<file path="src/rtl/llc_age_pkg.sv">
package llc_age_pkg;

  // Selects the age given to a newly installed line.
  typedef enum logic {
    INS_OLDEST = 1'b0,
    INS_NEAR   = 1'b1
  } ins_mode_e;

  // How an access resolved inside its set.
  typedef enum logic [1:0] {
    RES_HIT   = 2'd0,
    RES_FREE  = 2'd1,
    RES_EVICT = 2'd2
  } resolve_e;

endpackage

</file>
<file path="src/rtl/llc_age_store.sv">
module llc_age_store #(
  parameter int SETS  = 16,
  parameter int WAYS  = 4,
  parameter int TAG_W = 8,
  parameter int AGE_W = 2,
  localparam int SET_W = $clog2(SETS),
  localparam int WAY_W = $clog2(WAYS)
) (
  input  logic                        clk,
  input  logic                        rst_n,
  input  logic [SET_W-1:0]            rd_set,
  output logic [WAYS-1:0]             rd_valid,
  output logic [WAYS-1:0][TAG_W-1:0]  rd_tag,
  output logic [WAYS-1:0][AGE_W-1:0]  rd_age,
  input  logic                        wr_en,
  input  logic [SET_W-1:0]            wr_set,
  input  logic [WAY_W-1:0]            wr_way,
  input  logic                        wr_fill,
  input  logic [TAG_W-1:0]            wr_tag,
  input  logic [AGE_W-1:0]            wr_age
);

  localparam logic [AGE_W-1:0] AGE_RST = '1;

  logic [SETS-1:0][WAYS-1:0]             val_q;
  logic [SETS-1:0][WAYS-1:0][TAG_W-1:0]  tag_q;
  logic [SETS-1:0][WAYS-1:0][AGE_W-1:0]  age_q;

  for (genvar s = 0; s < SETS; s++) begin : g_set
    for (genvar w = 0; w < WAYS; w++) begin : g_way
      logic ent_en;
      logic tag_en;

      always_comb begin
        ent_en = wr_en && (wr_set == SET_W'(s)) && (wr_way == WAY_W'(w));
        tag_en = ent_en && wr_fill;
      end

      always_ff @(posedge clk or negedge rst_n) begin
        if (!rst_n) begin
          val_q[s][w] <= 1'b0;
          age_q[s][w] <= AGE_RST;
        end else if (ent_en) begin
          val_q[s][w] <= val_q[s][w] | wr_fill;
          age_q[s][w] <= wr_age;
        end
      end

      always_ff @(posedge clk) begin
        if (tag_en) begin
          tag_q[s][w] <= wr_tag;
        end
      end
    end
  end

  always_comb begin
    rd_valid = val_q[rd_set];
    rd_tag   = tag_q[rd_set];
    rd_age   = age_q[rd_set];
  end

endmodule

</file>
<file path="src/rtl/llc_age_match.sv">
module llc_age_match #(
  parameter int WAYS  = 4,
  parameter int TAG_W = 8,
  localparam int WAY_W = $clog2(WAYS)
) (
  input  logic [WAYS-1:0]             row_valid,
  input  logic [WAYS-1:0][TAG_W-1:0]  row_tag,
  input  logic [TAG_W-1:0]            look_tag,
  output logic                        hit,
  output logic [WAY_W-1:0]            hit_way,
  output logic                        free_any,
  output logic [WAY_W-1:0]            free_way
);

  logic [WAYS-1:0] match_vec;

  for (genvar w = 0; w < WAYS; w++) begin : g_cmp
    assign match_vec[w] = row_valid[w] && (row_tag[w] == look_tag);
  end

  // Descending scans so the lowest-numbered candidate is the one left standing.
  always_comb begin
    hit      = |match_vec;
    free_any = ~&row_valid;
    hit_way  = '0;
    free_way = '0;
    for (int w = WAYS - 1; w >= 0; w--) begin
      if (match_vec[w]) begin
        hit_way = WAY_W'(w);
      end
      if (!row_valid[w]) begin
        free_way = WAY_W'(w);
      end
    end
  end

endmodule

</file>
<file path="src/rtl/llc_age_victim.sv">
module llc_age_victim #(
  parameter int WAYS  = 4,
  parameter int AGE_W = 2,
  localparam int WAY_W = $clog2(WAYS)
) (
  input  logic [WAYS-1:0][AGE_W-1:0]  row_age,
  output logic                        top_found,
  output logic [WAY_W-1:0]            victim_way
);

  localparam logic [AGE_W-1:0] AGE_TOP = '1;

  logic [WAY_W-1:0] top_way;
  logic [WAY_W-1:0] best_way;
  logic [AGE_W-1:0] best_age;

  always_comb begin
    top_found = 1'b0;
    top_way   = '0;
    for (int w = WAYS - 1; w >= 0; w--) begin
      if (row_age[w] == AGE_TOP) begin
        top_found = 1'b1;
        top_way   = WAY_W'(w);
      end
    end
  end

  // Strict comparison keeps the earliest way among equal ages.
  always_comb begin
    best_age = row_age[0];
    best_way = '0;
    for (int w = 1; w < WAYS; w++) begin
      if (row_age[w] > best_age) begin
        best_age = row_age[w];
        best_way = WAY_W'(w);
      end
    end
  end

  assign victim_way = top_found ? top_way : best_way;

endmodule

</file>
<file path="src/rtl/llc_age_replacer.sv">
module llc_age_replacer
  import llc_age_pkg::*;
#(
  parameter int OFF_W = 3,
  parameter int SETS  = 16,
  parameter int WAYS  = 4,
  parameter int TAG_W = 8,
  parameter int AGE_W = 2,
  localparam int SET_W  = $clog2(SETS),
  localparam int WAY_W  = $clog2(WAYS),
  localparam int ADDR_W = OFF_W + SET_W + TAG_W
) (
  input  logic              clk,
  input  logic              rst_n,
  input  logic              acc_valid,
  input  logic [ADDR_W-1:0] acc_addr,
  input  logic              acc_ins_mode,
  output logic              rsp_valid,
  output logic              rsp_hit,
  output logic [WAY_W-1:0]  rsp_hit_way,
  output logic [WAY_W-1:0]  rsp_victim_way
);

  localparam logic [AGE_W-1:0] AGE_TOP  = '1;
  localparam logic [AGE_W-1:0] AGE_NEAR = AGE_TOP - AGE_W'(1);

  logic [SET_W-1:0] acc_set;
  logic [TAG_W-1:0] acc_tag;
  logic             off_unused;

  assign acc_set    = acc_addr[OFF_W +: SET_W];
  assign acc_tag    = acc_addr[OFF_W + SET_W +: TAG_W];
  assign off_unused = ^acc_addr[OFF_W-1:0];

  logic [WAYS-1:0]             row_valid;
  logic [WAYS-1:0][TAG_W-1:0]  row_tag;
  logic [WAYS-1:0][AGE_W-1:0]  row_age;

  logic             lk_hit;
  logic [WAY_W-1:0] lk_hit_way;
  logic             lk_free_any;
  logic [WAY_W-1:0] lk_free_way;
  logic             lk_top_found;
  logic [WAY_W-1:0] lk_age_way;

  resolve_e         res_kind;
  logic [WAY_W-1:0] fill_way;
  logic [WAY_W-1:0] upd_way;
  logic [AGE_W-1:0] upd_age;
  logic [AGE_W-1:0] cur_age;
  ins_mode_e        ins_mode;

  logic             rsp_valid_d;
  logic             rsp_hit_d;
  logic [WAY_W-1:0] rsp_hit_way_d;
  logic [WAY_W-1:0] rsp_victim_way_d;
  logic             rsp_load;

  llc_age_store #(
    .SETS  (SETS),
    .WAYS  (WAYS),
    .TAG_W (TAG_W),
    .AGE_W (AGE_W)
  ) store_i (
    .clk      (clk),
    .rst_n    (rst_n),
    .rd_set   (acc_set),
    .rd_valid (row_valid),
    .rd_tag   (row_tag),
    .rd_age   (row_age),
    .wr_en    (acc_valid),
    .wr_set   (acc_set),
    .wr_way   (upd_way),
    .wr_fill  (!lk_hit),
    .wr_tag   (acc_tag),
    .wr_age   (upd_age)
  );

  llc_age_match #(
    .WAYS  (WAYS),
    .TAG_W (TAG_W)
  ) match_i (
    .row_valid (row_valid),
    .row_tag   (row_tag),
    .look_tag  (acc_tag),
    .hit       (lk_hit),
    .hit_way   (lk_hit_way),
    .free_any  (lk_free_any),
    .free_way  (lk_free_way)
  );

  llc_age_victim #(
    .WAYS  (WAYS),
    .AGE_W (AGE_W)
  ) victim_i (
    .row_age    (row_age),
    .top_found  (lk_top_found),
    .victim_way (lk_age_way)
  );

  // Decide what the access does and what the single write carries.
  always_comb begin
    ins_mode = ins_mode_e'(acc_ins_mode);
    if (lk_hit) begin
      res_kind = RES_HIT;
    end else if (lk_free_any) begin
      res_kind = RES_FREE;
    end else begin
      res_kind = RES_EVICT;
    end

    fill_way = (res_kind == RES_FREE) ? lk_free_way : lk_age_way;
    upd_way  = (res_kind == RES_HIT) ? lk_hit_way : fill_way;
    cur_age  = row_age[lk_hit_way];

    if (res_kind == RES_HIT) begin
      upd_age = (cur_age == '0) ? cur_age : cur_age - AGE_W'(1);
    end else if (ins_mode == INS_NEAR) begin
      upd_age = AGE_NEAR;
    end else begin
      upd_age = AGE_TOP;
    end
  end

  // Response next state.
  always_comb begin
    rsp_valid_d      = acc_valid;
    rsp_load         = acc_valid;
    rsp_hit_d        = (res_kind == RES_HIT);
    rsp_hit_way_d    = (res_kind == RES_HIT) ? lk_hit_way : '0;
    rsp_victim_way_d = (res_kind == RES_HIT) ? '0 : fill_way;
  end

  always_ff @(posedge clk or negedge rst_n) begin
    if (!rst_n) begin
      rsp_valid <= 1'b0;
    end else begin
      rsp_valid <= rsp_valid_d;
    end
  end

  always_ff @(posedge clk or negedge rst_n) begin
    if (!rst_n) begin
      rsp_hit        <= 1'b0;
      rsp_hit_way    <= '0;
      rsp_victim_way <= '0;
    end else if (rsp_load) begin
      rsp_hit        <= rsp_hit_d;
      rsp_hit_way    <= rsp_hit_way_d;
      rsp_victim_way <= rsp_victim_way_d;
    end
  end

endmodule

</file>
<file path="config.mk">
export PLATFORM = sky130hd
export DESIGN_NAME = llc_age_replacer
export DESIGN_NICKNAME = d
export VERILOG_FILES = /design/src/rtl/llc_age_pkg.sv /design/src/rtl/llc_age_store.sv /design/src/rtl/llc_age_match.sv /design/src/rtl/llc_age_victim.sv /design/src/rtl/llc_age_replacer.sv
export SDC_FILE = /design/constraint.sdc
export NUM_CORES = 1
export LEC_CHECK = 0
export ABC_AREA = 0
export BUFFER_PORTS_ARGS = -buffer_cell sky130_fd_sc_hd__buf_2
export CAP_MARGIN = 20
export CORE_ASPECT_RATIO = 1.25
export CORE_MARGIN = 3
export CORE_UTILIZATION = 50
export DETAILED_ROUTE_END_ITERATION = 10
export PLACE_DENSITY = 0.71
export SETUP_SLACK_MARGIN = 0.4
export SKIP_LAST_GASP = 1
export SYNTH_ARGS = -nofsm -noshare
export SYNTH_HDL_FRONTEND = slang
export SYNTH_SLANG_ARGS = --single-unit
</file>
<file path="constraint.sdc">
create_clock -name clk -period 5.85 [get_ports clk]
set_clock_uncertainty 0.15 [all_clocks]
set_input_delay 1.17 -clock clk [delete_from_list [all_inputs] [get_ports clk]]
set_output_delay 1.17 -clock clk [all_outputs]
set_load 0.01 [all_outputs]
</file>
==> report_table.html, run 1 <==
<table>
<tr><th>Metric</th><th>Value</th></tr>
<tr><th colspan="2">Outcome</th></tr>
<tr><td>Result of the run</td><td>completed</td></tr>
<tr><th colspan="2">Timing</th></tr>
<tr><td>RSZ-0062 raised after global routing</td><td>yes</td></tr>
<tr><td>Shortest clock period the worst path allows after layout</td><td>approximately 5400 ps</td></tr>
<tr><td>Final setup viols</td><td>0</td></tr>
<tr><td>Slew at the pin closest to its max-slew limit</td><td>967.3 ps</td></tr>
<tr><td>Max Fclk</td><td>186.5 MHz</td></tr>
<tr><td>Max-slew violation total from the final report</td><td>0</td></tr>
<tr><td>Fraction of the cycle the final worst path needs</td><td>91.66%</td></tr>
<tr><td>Fin worst setup slack</td><td>a little under 500 ps</td></tr>
<tr><td>Hold Violations, Final</td><td>0</td></tr>
<tr><td>Normalized max-slew margin</td><td>roughly 36%</td></tr>
<tr><td>WHS</td><td>314.1 ps</td></tr>
<tr><th colspan="2">Job</th></tr>
<tr><td>Number of maximum-capacitance constraint violations</td><td>0</td></tr>
<tr><th colspan="2">Critical path</th></tr>
<tr><td>Crit-path max cell delay</td><td>530 ps</td></tr>
<tr><td>Kind of critical path</td><td>in -&gt; reg</td></tr>
<tr><td>CP Launch Type</td><td>input port</td></tr>
<tr><td>Critical Path Slowest Stage Cell</td><td>sky130_fd_sc_hd__mux4_2</td></tr>
<tr><td>Endpoint arrival time on the critical path</td><td>5530 ps</td></tr>
<tr><td>CP Capture Type</td><td>flop</td></tr>
<tr><td>Critical Path Fanout Max</td><td>9</td></tr>
<tr><td>Critical path required time</td><td>6020 ps</td></tr>
<tr><th colspan="2">Power and ir drop</th></tr>
<tr><td>Peak VDD IR</td><td>between 0.2 and 0.25 mV</td></tr>
<tr><td>Leakage power</td><td>approximately 13 nW</td></tr>
<tr><td>Power per standard cell area</td><td>384.9 nW/um^2</td></tr>
<tr><th colspan="2">Detailed routing</th></tr>
<tr><td>Via count</td><td>roughly 17000</td></tr>
<tr><td>Iter 0 DRT Violations</td><td>between 1000 and 1500</td></tr>
<tr><td>Routed length per instance</td><td>roughly 25 microns</td></tr>
<tr><td>Via density</td><td>5.970</td></tr>
<tr><td>Drc violations</td><td>0</td></tr>
<tr><td>Drt first pass iters</td><td>5</td></tr>
<tr><td>Final ANT Viol Nets</td><td>0</td></tr>
<tr><td>DRT Wirelength</td><td>72160 microns</td></tr>
<tr><th colspan="2">Hold path</th></tr>
<tr><td>Hold Path Class</td><td>reg -&gt; reg</td></tr>
<tr><th colspan="2">GRT</th></tr>
<tr><td>GRT Util Overall</td><td>around a quarter</td></tr>
<tr><td>Grt met2 use</td><td>roughly two fifths</td></tr>
<tr><td>Via count of the first global-routing pass</td><td>18020</td></tr>
<tr><td>Met1 layer usage reported by global route</td><td>a little under a third</td></tr>
<tr><td>Final global-route overflow total</td><td>0</td></tr>
<tr><td>Busiest metal layer after global routing</td><td>met2</td></tr>
<tr><td>Pin count of the biggest net entering global routing</td><td>roughly 110</td></tr>
<tr><td>Met3 layer usage reported by global route</td><td>3.615%</td></tr>
<tr><td>First-pass GRT wire length</td><td>110700 microns</td></tr>
<tr><td>Antenna violations before repair</td><td>1</td></tr>
<tr><th colspan="2">Final layout</th></tr>
<tr><td>Final std cells w/o fill</td><td>2836</td></tr>
<tr><td>Layout net count</td><td>2040</td></tr>
<tr><td>Number of inserted diodes</td><td>0</td></tr>
<tr><td>Fraction of layout instances using a drive strength above 1</td><td>44.62%</td></tr>
<tr><td>FILL cells</td><td>4111</td></tr>
<tr><td>Growth of design area from synthesis to finish</td><td>22.72%</td></tr>
<tr><th colspan="2">Synth</th></tr>
<tr><td>Largest area contributor in the netlist</td><td>sky130_fd_sc_hd__edfxtp_1</td></tr>
<tr><td>Syn. warnings</td><td>0</td></tr>
<tr><td>Async SR Flop Fraction</td><td>~28%</td></tr>
<tr><td>Number of register bits inferred by synthesis</td><td>710</td></tr>
<tr><td>Mapped Cells</td><td>1782</td></tr>
<tr><td>Count of flip-flops with a built-in enable after synthesis</td><td>512</td></tr>
<tr><td>Distinct cell type count of the synthesized netlist</td><td>72</td></tr>
<tr><td>Most area-consuming cells after synthesis</td><td>sky130_fd_sc_hd__edfxtp_1 (51%), sky130_fd_sc_hd__dfstp_2 (11%), sky130_fd_sc_hd__mux4_2 (10%)</td></tr>
<tr><td>Commonest cells in the netlist</td><td>sky130_fd_sc_hd__edfxtp_1 (512), sky130_fd_sc_hd__mux4_2 (140), sky130_fd_sc_hd__dfstp_2 (128), sky130_fd_sc_hd__nor2_1 (120), sky130_fd_sc_hd__mux2i_1 (101)</td></tr>
<tr><td>Synthesized area per cell</td><td>approximately 17 sq um</td></tr>
<tr><td>Post-synth net total</td><td>1809</td></tr>
<tr><td>Synth top area share</td><td>between 50% and 60%</td></tr>
<tr><td>Top FF cell, synth</td><td>sky130_fd_sc_hd__edfxtp_1</td></tr>
<tr><td>Part of the Yosys area used for sequential elements</td><td>67.69%</td></tr>
<tr><td>Dominant cell by count in the synthesized netlist</td><td>sky130_fd_sc_hd__edfxtp_1</td></tr>
<tr><td>Combined area of all synthesized cells</td><td>30270 sq um</td></tr>
<tr><th colspan="2">CTS</th></tr>
<tr><td>Hold_buf cts</td><td>0</td></tr>
<tr><td>H-tree levels</td><td>3</td></tr>
<tr><td>TritonCTS clock tree</td><td>built</td></tr>
<tr><td>Clock-pin slew of the registers on the worst-case setup and hold paths</td><td>60 ps</td></tr>
<tr><td>TritonCTS buffer count</td><td>71</td></tr>
<tr><td>Worst-Skew Late Latency</td><td>620 ps</td></tr>
<tr><td>Number of clock sinks</td><td>710</td></tr>
<tr><td>Clock root buffer</td><td>sky130_fd_sc_hd__clkbuf_16</td></tr>
<tr><td>Clock buffer depth</td><td>3</td></tr>
<tr><th colspan="2">Floorplanning</th></tr>
<tr><td>Die width</td><td>roughly 230 microns</td></tr>
<tr><td>Row count</td><td>100</td></tr>
<tr><td>Std-Cell Core Area</td><td>a little under 60000 sq um</td></tr>
<tr><td>Initial Util</td><td>50.72%</td></tr>
<tr><td>Chip height</td><td>281.1 microns</td></tr>
<tr><td>DIE AREA</td><td>63540 sq um</td></tr>
<tr><td>Count of boundary I/O pins</td><td>25</td></tr>
<tr><th colspan="2">Place</th></tr>
<tr><td>Setup WS pre-CTS</td><td>-404.3 ps</td></tr>
<tr><td>Count of input and output buffers</td><td>21</td></tr>
<tr><td>Cells after DPL</td><td>2690</td></tr>
<tr><td>Final weighted congestion in routability-driven placement</td><td>0.9022</td></tr>
<tr><td>Estimated wirelength of the detail-placed design</td><td>46140 microns</td></tr>
</table>
## stage by stage
step / utilization (%) / TNS, ps / instance area (sq um) / power [W]
global placement: 57.76 / -143570 / 34470 / 0.009350
finish: 62.24 / 0 / 37150 / 0.01430
floorplan: - / -199840 / 31280 / 0.008547
CTS: 61.78 / 0 / 36870 / 0.01411
global route: 62.24 / 0 / 37150 / 0.01487
detailed placement: 57.76 / -158120 / 34470 / 0.009477
## cells by family (layout without fill, tap and decap cells)
logic type | after synthesis | count (layout) | synth area share (%)
mux | 373 | 373 | 18.67
xor+xnor | 37 | 37 | 1.071
fa+ha+maj | 8 | 8 | 0.3307
simple gates | 375 | 375 | 6.287
flops | 710 | 710 | 67.69
compound gates | 164 | 164 | 3.844
buf+inv | 115 | 404 | 2.108
## registers in the layout, indices dropped and copies added, names as in the netlist
| register | count |
|---|---|
| rsp_hit | 1 |
| store_i.age_q | 128 |
| rsp_valid | 1 |
| rsp_victim_way | 2 |
| store_i.tag_q | 512 |
| rsp_hit_way | 2 |
| store_i.val_q | 64 |
## repair_timing
| action | 4_1_cts | 5_1_grt |
|---|---|---|
| pin swaps | 3 | 7 |
| endpoints found under the setup margin | 266 | 704 |
| cloned | 1 | 5 |
| resized for setup | 9 | 34 |
| buffers inserted | 2 | 7 |
## worst max-delay path, delay by kind of cell
| kind | cells | cell delay (ps) |
|---|---|---|
| buffers and inverters | 8 | 930 |
| adders and majority gates | 3 | 760 |
| AOI/OAI and AO/OA | 10 | 1140 |
| and+or+nand+nor | 5 | 460 |
| muxes | 2 | 1060 |
## worst paths after layout
check                      slack (ps)         startpoint  cells after the start            endpoint
setup reg to reg                  860  store_i.age_q[26]                     27  store_i.tag_q[131]
hold reg to reg                   310  store_i.val_q[30]                      1   store_i.val_q[30]
min in group asynchronous         520              rst_n                      1    store_i.val_q[7]
setup / recovery                  490        acc_addr[3]                     28  store_i.tag_q[131]
hold / removal                    310  store_i.val_q[30]                      1   store_i.val_q[30]
max in group asynchronous        4010              rst_n                      2   store_i.val_q[58]
## layout by cell type, fill, tap and decap left out, types with 13 or more instances in the layout
master / Yosys / final
sky130_fd_sc_hd__dfrtp_1: 70 / 70
sky130_fd_sc_hd__clkbuf_1: 33 / 21
sky130_fd_sc_hd__buf_2: 31 / 17
sky130_fd_sc_hd__mux4_2: 140 / 140
sky130_fd_sc_hd__mux2_2: 100 / 90
sky130_fd_sc_hd__a22oi_1: 17 / 16
sky130_fd_sc_hd__clkbuf_16: 0 / 77
sky130_fd_sc_hd__mux2_1: 32 / 22
sky130_fd_sc_hd__nor2_4: 10 / 70
sky130_fd_sc_hd__dfstp_2: 128 / 128
sky130_fd_sc_hd__or2_1: 16 / 16
sky130_fd_sc_hd__a22o_1: 18 / 18
sky130_fd_sc_hd__buf_4: 10 / 127
sky130_fd_sc_hd__nand2_1: 73 / 72
sky130_fd_sc_hd__xor2_1: 15 / 15
sky130_fd_sc_hd__nor2_1: 120 / 41
sky130_fd_sc_hd__nand3_1: 29 / 21
sky130_fd_sc_hd__or2_4: 0 / 30
sky130_fd_sc_hd__o22ai_1: 14 / 13
sky130_fd_sc_hd__xnor2_1: 22 / 22
sky130_fd_sc_hd__nor2_2: 4 / 23
sky130_fd_sc_hd__or2_2: 50 / 20
sky130_fd_sc_hd__buf_12: 0 / 100
sky130_fd_sc_hd__mux2_4: 0 / 20
sky130_fd_sc_hd__mux2i_1: 101 / 101
sky130_fd_sc_hd__o21ai_0: 58 / 51
sky130_fd_sc_hd__edfxtp_1: 512 / 512
## per-layer routing
layer / routed length (microns) / share of wire (%) / up-vias
li1: - / - / 7377
met1: 28850 / 40 / 8890
met2: 37500 / 52 / 541
met3: 3997 / 5.5 / 120
met4: 1796 / 2.5 / 2
met5: 13 / 0.018 / -
## layout make-up
| type | instances | area [sq um] | area share, % |
|---|---|---|---|
| clock buffer | 103 | 2023 | 5.447 |
| clock inverter | 28 | 295.3 | 0.7949 |
| inverter | 14 | 52.55 | 0.1415 |
| multi-input combinational | 957 | 10020 | 26.99 |
| sequential | 710 | 20490 | 55.16 |
| tap | 765 | 957.2 | 2.577 |
| timing repair buffer | 259 | 3303 | 8.892 |
## power by group
group | switching (W) | total, W | internal (W)
Combinational | 0.00161 | 0.00335 | 0.00174
Clock | 0.00190 | 0.00451 | 0.00260
Sequential | 0.000261 | 0.00644 | 0.00618
No activity file was read; power rests on OpenSTA's default activity.
==> run 2, diff against run 1 <==
Settings changed: PLACE_DENSITY 0.71 to 0.7.
==> report_table.html, run 2 (same netlist as run 1, synthesis figures left out) <==
<table>
<tr><th>Metric</th><th>Value</th></tr>
<tr><th colspan="2">Critical path</th></tr>
<tr><td>Number of stages on the worst setup path</td><td>26 (-7.1%)</td></tr>
<tr><td>Endpoint arrival time on the critical path</td><td>5650 ps (+120 ps)</td></tr>
<tr><td>CP Capture Type</td><td>flop</td></tr>
<tr><td>Critical Path Slowest Stage Cell</td><td>sky130_fd_sc_hd__mux4_2</td></tr>
<tr><td>Kind of cell adding the most delay to the critical path</td><td>multiplexers</td></tr>
<tr><td>Kind of critical path</td><td>in -&gt; reg</td></tr>
<tr><td>Crit-path max cell delay</td><td>560 ps (+30 ps)</td></tr>
<tr><td>CP Launch Type</td><td>input port</td></tr>
<tr><td>Critical Path Fanout Max</td><td>9 (unchanged)</td></tr>
<tr><td>Cell with the most instances on the worst path</td><td>sky130_fd_sc_hd__buf_4</td></tr>
<tr><td>Capturing point of the worst reg2reg path</td><td>store_i.tag_q[253]</td></tr>
<tr><td>Launch point of the worst reg-to-reg path</td><td>store_i.age_q[90]</td></tr>
<tr><td>Buffer and inverter count on the worst path</td><td>7 (-1)</td></tr>
<tr><td>Setup slack on the worst flop-to-flop path</td><td>730 ps (-130 ps)</td></tr>
<tr><td>Critical path required time</td><td>6020 ps (about the same)</td></tr>
<tr><td>Number of cell instances on the worst register-to-register path</td><td>27 (unchanged)</td></tr>
<tr><th colspan="2">Final layout</th></tr>
<tr><td>Number of inserted diodes</td><td>0 (unchanged)</td></tr>
<tr><td>Most frequent standard cell in the layout excluding fill and tap cells</td><td>sky130_fd_sc_hd__edfxtp_1</td></tr>
<tr><td>FILL cells</td><td>4005 (-2.6%)</td></tr>
<tr><td>FF/Latch Area</td><td>20490 sq um (unchanged)</td></tr>
<tr><td>Biggest regs</td><td>store_i.tag_q x512, store_i.age_q x128, store_i.val_q x64</td></tr>
<tr><td>Max reg flops</td><td>512 (unchanged)</td></tr>
<tr><td>Most used cells in the layout excluding fill and tap cells</td><td>sky130_fd_sc_hd__edfxtp_1 (512), sky130_fd_sc_hd__buf_4 (150), sky130_fd_sc_hd__mux4_2 (140)</td></tr>
<tr><td>Area of combinational cells with multiple inputs</td><td>10460 sq um (+4.4%)</td></tr>
<tr><td>Growth of design area from synthesis to finish</td><td>25.10%</td></tr>
<tr><td>Register with the most flip-flops</td><td>store_i.tag_q</td></tr>
<tr><td>Utilization of the core after routing</td><td>63.44% (+1.2 points)</td></tr>
<tr><td>Layout net count</td><td>2076 (+1.8%)</td></tr>
<tr><td>Fraction of layout instances using a drive strength above 1</td><td>48.41% (+3.8 points)</td></tr>
<tr><th colspan="2">CTS</th></tr>
<tr><td>TritonCTS clock tree</td><td>built</td></tr>
<tr><td>Worst-Skew Late Latency</td><td>610 ps (about the same)</td></tr>
<tr><td>Clock root buffer</td><td>sky130_fd_sc_hd__clkbuf_16</td></tr>
<tr><td>Number of clock sinks</td><td>710 (unchanged)</td></tr>
<tr><td>Clock-pin slew of the registers on the worst-case setup and hold paths</td><td>60 ps (about the same)</td></tr>
<tr><td>TritonCTS buffer count</td><td>69 (-2.8%)</td></tr>
<tr><td>H-tree levels</td><td>3 (unchanged)</td></tr>
<tr><td>Clock buffer depth</td><td>3 (unchanged)</td></tr>
<tr><td>Hold_buf cts</td><td>0 (unchanged)</td></tr>
<tr><th colspan="2">Detailed routing</th></tr>
<tr><td>Highest metal layer used by the detailed router</td><td>met4</td></tr>
<tr><td>Drt first pass iters</td><td>5 (unchanged)</td></tr>
<tr><td>WL met3</td><td>4282 microns (+7.1%)</td></tr>
<tr><td>Iter 0 DRT Violations</td><td>1640 (+17%)</td></tr>
<tr><td>Via density</td><td>6.023 (+0.90%)</td></tr>
<tr><td>Met1 Routed Length</td><td>30000 microns (+4.0%)</td></tr>
<tr><td>Routed length per instance</td><td>26.25 microns (+3.2%)</td></tr>
<tr><td>Drc violations</td><td>0 (unchanged)</td></tr>
<tr><td>Final ANT Viol Nets</td><td>0 (unchanged)</td></tr>
<tr><td>Met2 wire length</td><td>38910 microns (+3.8%)</td></tr>
<tr><td>Via count</td><td>17290 (+2.1%)</td></tr>
<tr><td>DRT Wirelength</td><td>75340 microns (+4.4%)</td></tr>
<tr><th colspan="2">Timing</th></tr>
<tr><td>RSZ-0062 raised after global routing</td><td>yes</td></tr>
<tr><td>Max-slew violation total from the final report</td><td>0 (unchanged)</td></tr>
<tr><td>Fin worst setup slack</td><td>372.6 ps (-115.3 ps)</td></tr>
<tr><td>Fraction of the cycle the final worst path needs</td><td>93.63% (+2.0 points)</td></tr>
<tr><td>Slew at the pin closest to its max-slew limit</td><td>865.1 ps (-102.2 ps)</td></tr>
<tr><td>Shortest clock period the worst path allows after layout</td><td>5477 ps (+115.3 ps)</td></tr>
<tr><td>Final setup viols</td><td>0 (unchanged)</td></tr>
<tr><td>Max Fclk</td><td>182.6 MHz (-2.1%)</td></tr>
<tr><td>Hold Violations, Final</td><td>0 (unchanged)</td></tr>
<tr><td>Normalized max-slew margin</td><td>42.33% (+6.8 points)</td></tr>
<tr><td>Total negative slack for setup checks</td><td>0 ps (unchanged)</td></tr>
<tr><th colspan="2">GRT</th></tr>
<tr><td>Pin count of the biggest net entering global routing</td><td>125 (+11%)</td></tr>
<tr><td>Via count of the first global-routing pass</td><td>18330 (+1.7%)</td></tr>
<tr><td>Antenna violations before repair</td><td>1 (unchanged)</td></tr>
<tr><td>GRT Util Overall</td><td>23.67% (+0.36 points)</td></tr>
<tr><td>First-pass GRT wire length</td><td>112400 microns (+1.5%)</td></tr>
<tr><td>Final global-route overflow total</td><td>0 (unchanged)</td></tr>
<tr><th colspan="2">Floorplanning</th></tr>
<tr><td>Chip height</td><td>281.1 microns (unchanged)</td></tr>
<tr><td>Die width</td><td>226.1 microns (unchanged)</td></tr>
<tr><td>Std-Cell Core Area</td><td>59680 sq um (unchanged)</td></tr>
<tr><td>Initial Util</td><td>50.72% (unchanged)</td></tr>
<tr><td>Count of boundary I/O pins</td><td>25 (unchanged)</td></tr>
<tr><td>Row count</td><td>100 (unchanged)</td></tr>
<tr><td>DIE AREA</td><td>63540 sq um (unchanged)</td></tr>
<tr><th colspan="2">Job</th></tr>
<tr><td>Number of maximum-capacitance constraint violations</td><td>0 (unchanged)</td></tr>
<tr><th colspan="2">Power and ir drop</th></tr>
<tr><td>Peak VDD IR</td><td>0.2093 mV (-8.2%)</td></tr>
<tr><td>Power per standard cell area</td><td>385.5 nW/um^2 (+0.15%)</td></tr>
<tr><td>Leakage power</td><td>13.48 nW (+2.1%)</td></tr>
<tr><th colspan="2">Hold path</th></tr>
<tr><td>Hold_sp</td><td>store_i.val_q[22]</td></tr>
<tr><td>Hold Path Class</td><td>reg -&gt; reg</td></tr>
<tr><td>Hold depth</td><td>1 (unchanged)</td></tr>
<tr><td>Worst Hold Endpoint</td><td>store_i.val_q[22]</td></tr>
<tr><th colspan="2">Place</th></tr>
<tr><td>Setup WS pre-CTS</td><td>-754.5 ps (-350.2 ps)</td></tr>
<tr><td>Estimated wirelength of the detail-placed design</td><td>46900 microns (+1.7%)</td></tr>
<tr><td>Count of input and output buffers</td><td>21 (unchanged)</td></tr>
<tr><td>Final weighted congestion in routability-driven placement</td><td>0.8299 (-8.0%)</td></tr>
<tr><th colspan="2">Outcome</th></tr>
<tr><td>Result of the run</td><td>completed</td></tr>
</table>
run 2: stage by stage:
step / hold WS, ps / power (W) / cell area [sq um] / std cells
finish: 308.2 / 0.01460 / 37870 / 2870
global route: 327.7 / 0.01514 / 37870 / 2870
CTS: 313.9 / 0.01394 / 36860 / 2842
detailed placement: 296.0 / 0.009494 / 34220 / 2697
global placement: 291.2 / 0.009377 / 34220 / 2697
floorplan: 276.5 / 0.008547 / 31280 / 1782
run 2: timing repair:
item,in CTS,in global routing
setup buffers,17,18
gates cloned,1,10
setup endpoints to repair,704,704
pin swaps,17,33
gates resized for setup,21,165
endpoints found under the hold margin,0,0
run 2: cell type report:
type                       instances  area share [%]
clock buffer                      99           5.346
clock inverter                    28          0.5485
multi-input combinational        957           27.63
inverter                          14          0.1388
timing repair buffer             297           9.695
sequential                       710           54.11
tap                              765           2.528
run 2: per-layer routing:
layer  up-vias  global-route usage [%]
met5         -                       0
met4         0                   8.262
met3       155                   3.427
met2       598                   40.56
met1      9078                   31.19
li1       7456                       -
run 2: power breakdown:
group	total, W	leakage [nW]	switching, W	internal (W)
logic	0.00376	5.55	0.00178	0.00197
clock network	0.00437	1.10	0.00186	0.00251
registers	0.00646	6.83	0.000284	0.00618
total	0.0146	13.5	0.00393	0.0107
run 2: worst reg2reg max path: stages (launching register included):
cell                       delay [ps]
sky130_fd_sc_hd__dfstp_2          370
sky130_fd_sc_hd__mux4_2           480
sky130_fd_sc_hd__mux4_2           540
sky130_fd_sc_hd__inv_2            110
sky130_fd_sc_hd__ha_4             210
sky130_fd_sc_hd__inv_2             60
sky130_fd_sc_hd__o21ai_2           50
sky130_fd_sc_hd__nand3b_1          80
sky130_fd_sc_hd__o211ai_1         100
sky130_fd_sc_hd__a21oi_1          160
sky130_fd_sc_hd__ha_1             260
sky130_fd_sc_hd__inv_1             70
sky130_fd_sc_hd__o22ai_2           90
sky130_fd_sc_hd__nand2_1           70
sky130_fd_sc_hd__o21ai_1           60
sky130_fd_sc_hd__ha_1             280
sky130_fd_sc_hd__nand2_2           80
sky130_fd_sc_hd__o21ai_4           70
sky130_fd_sc_hd__o211ai_1          90
sky130_fd_sc_hd__a21boi_1         120
sky130_fd_sc_hd__o21ai_2          210
sky130_fd_sc_hd__buf_4            150
sky130_fd_sc_hd__o21ai_4           60
sky130_fd_sc_hd__nand2b_4         200
sky130_fd_sc_hd__buf_12           180
sky130_fd_sc_hd__buf_4            160
sky130_fd_sc_hd__nor2_4           200
sky130_fd_sc_hd__buf_4            170
run 2: worst max-delay path by stage:
stage / startpoint / end / slack (ps)
global route: acc_addr[3] / store_i.tag_q[253] / 160
detailed placement: acc_addr[4] / store_i.tag_q[308] / -750
floorplan: acc_addr[3] / store_i.tag_q[16] / -450
CTS: acc_addr[3] / store_i.val_q[49] / 400
global placement: acc_addr[4] / store_i.tag_q[308] / -720
finish: acc_addr[3] / store_i.tag_q[253] / 370
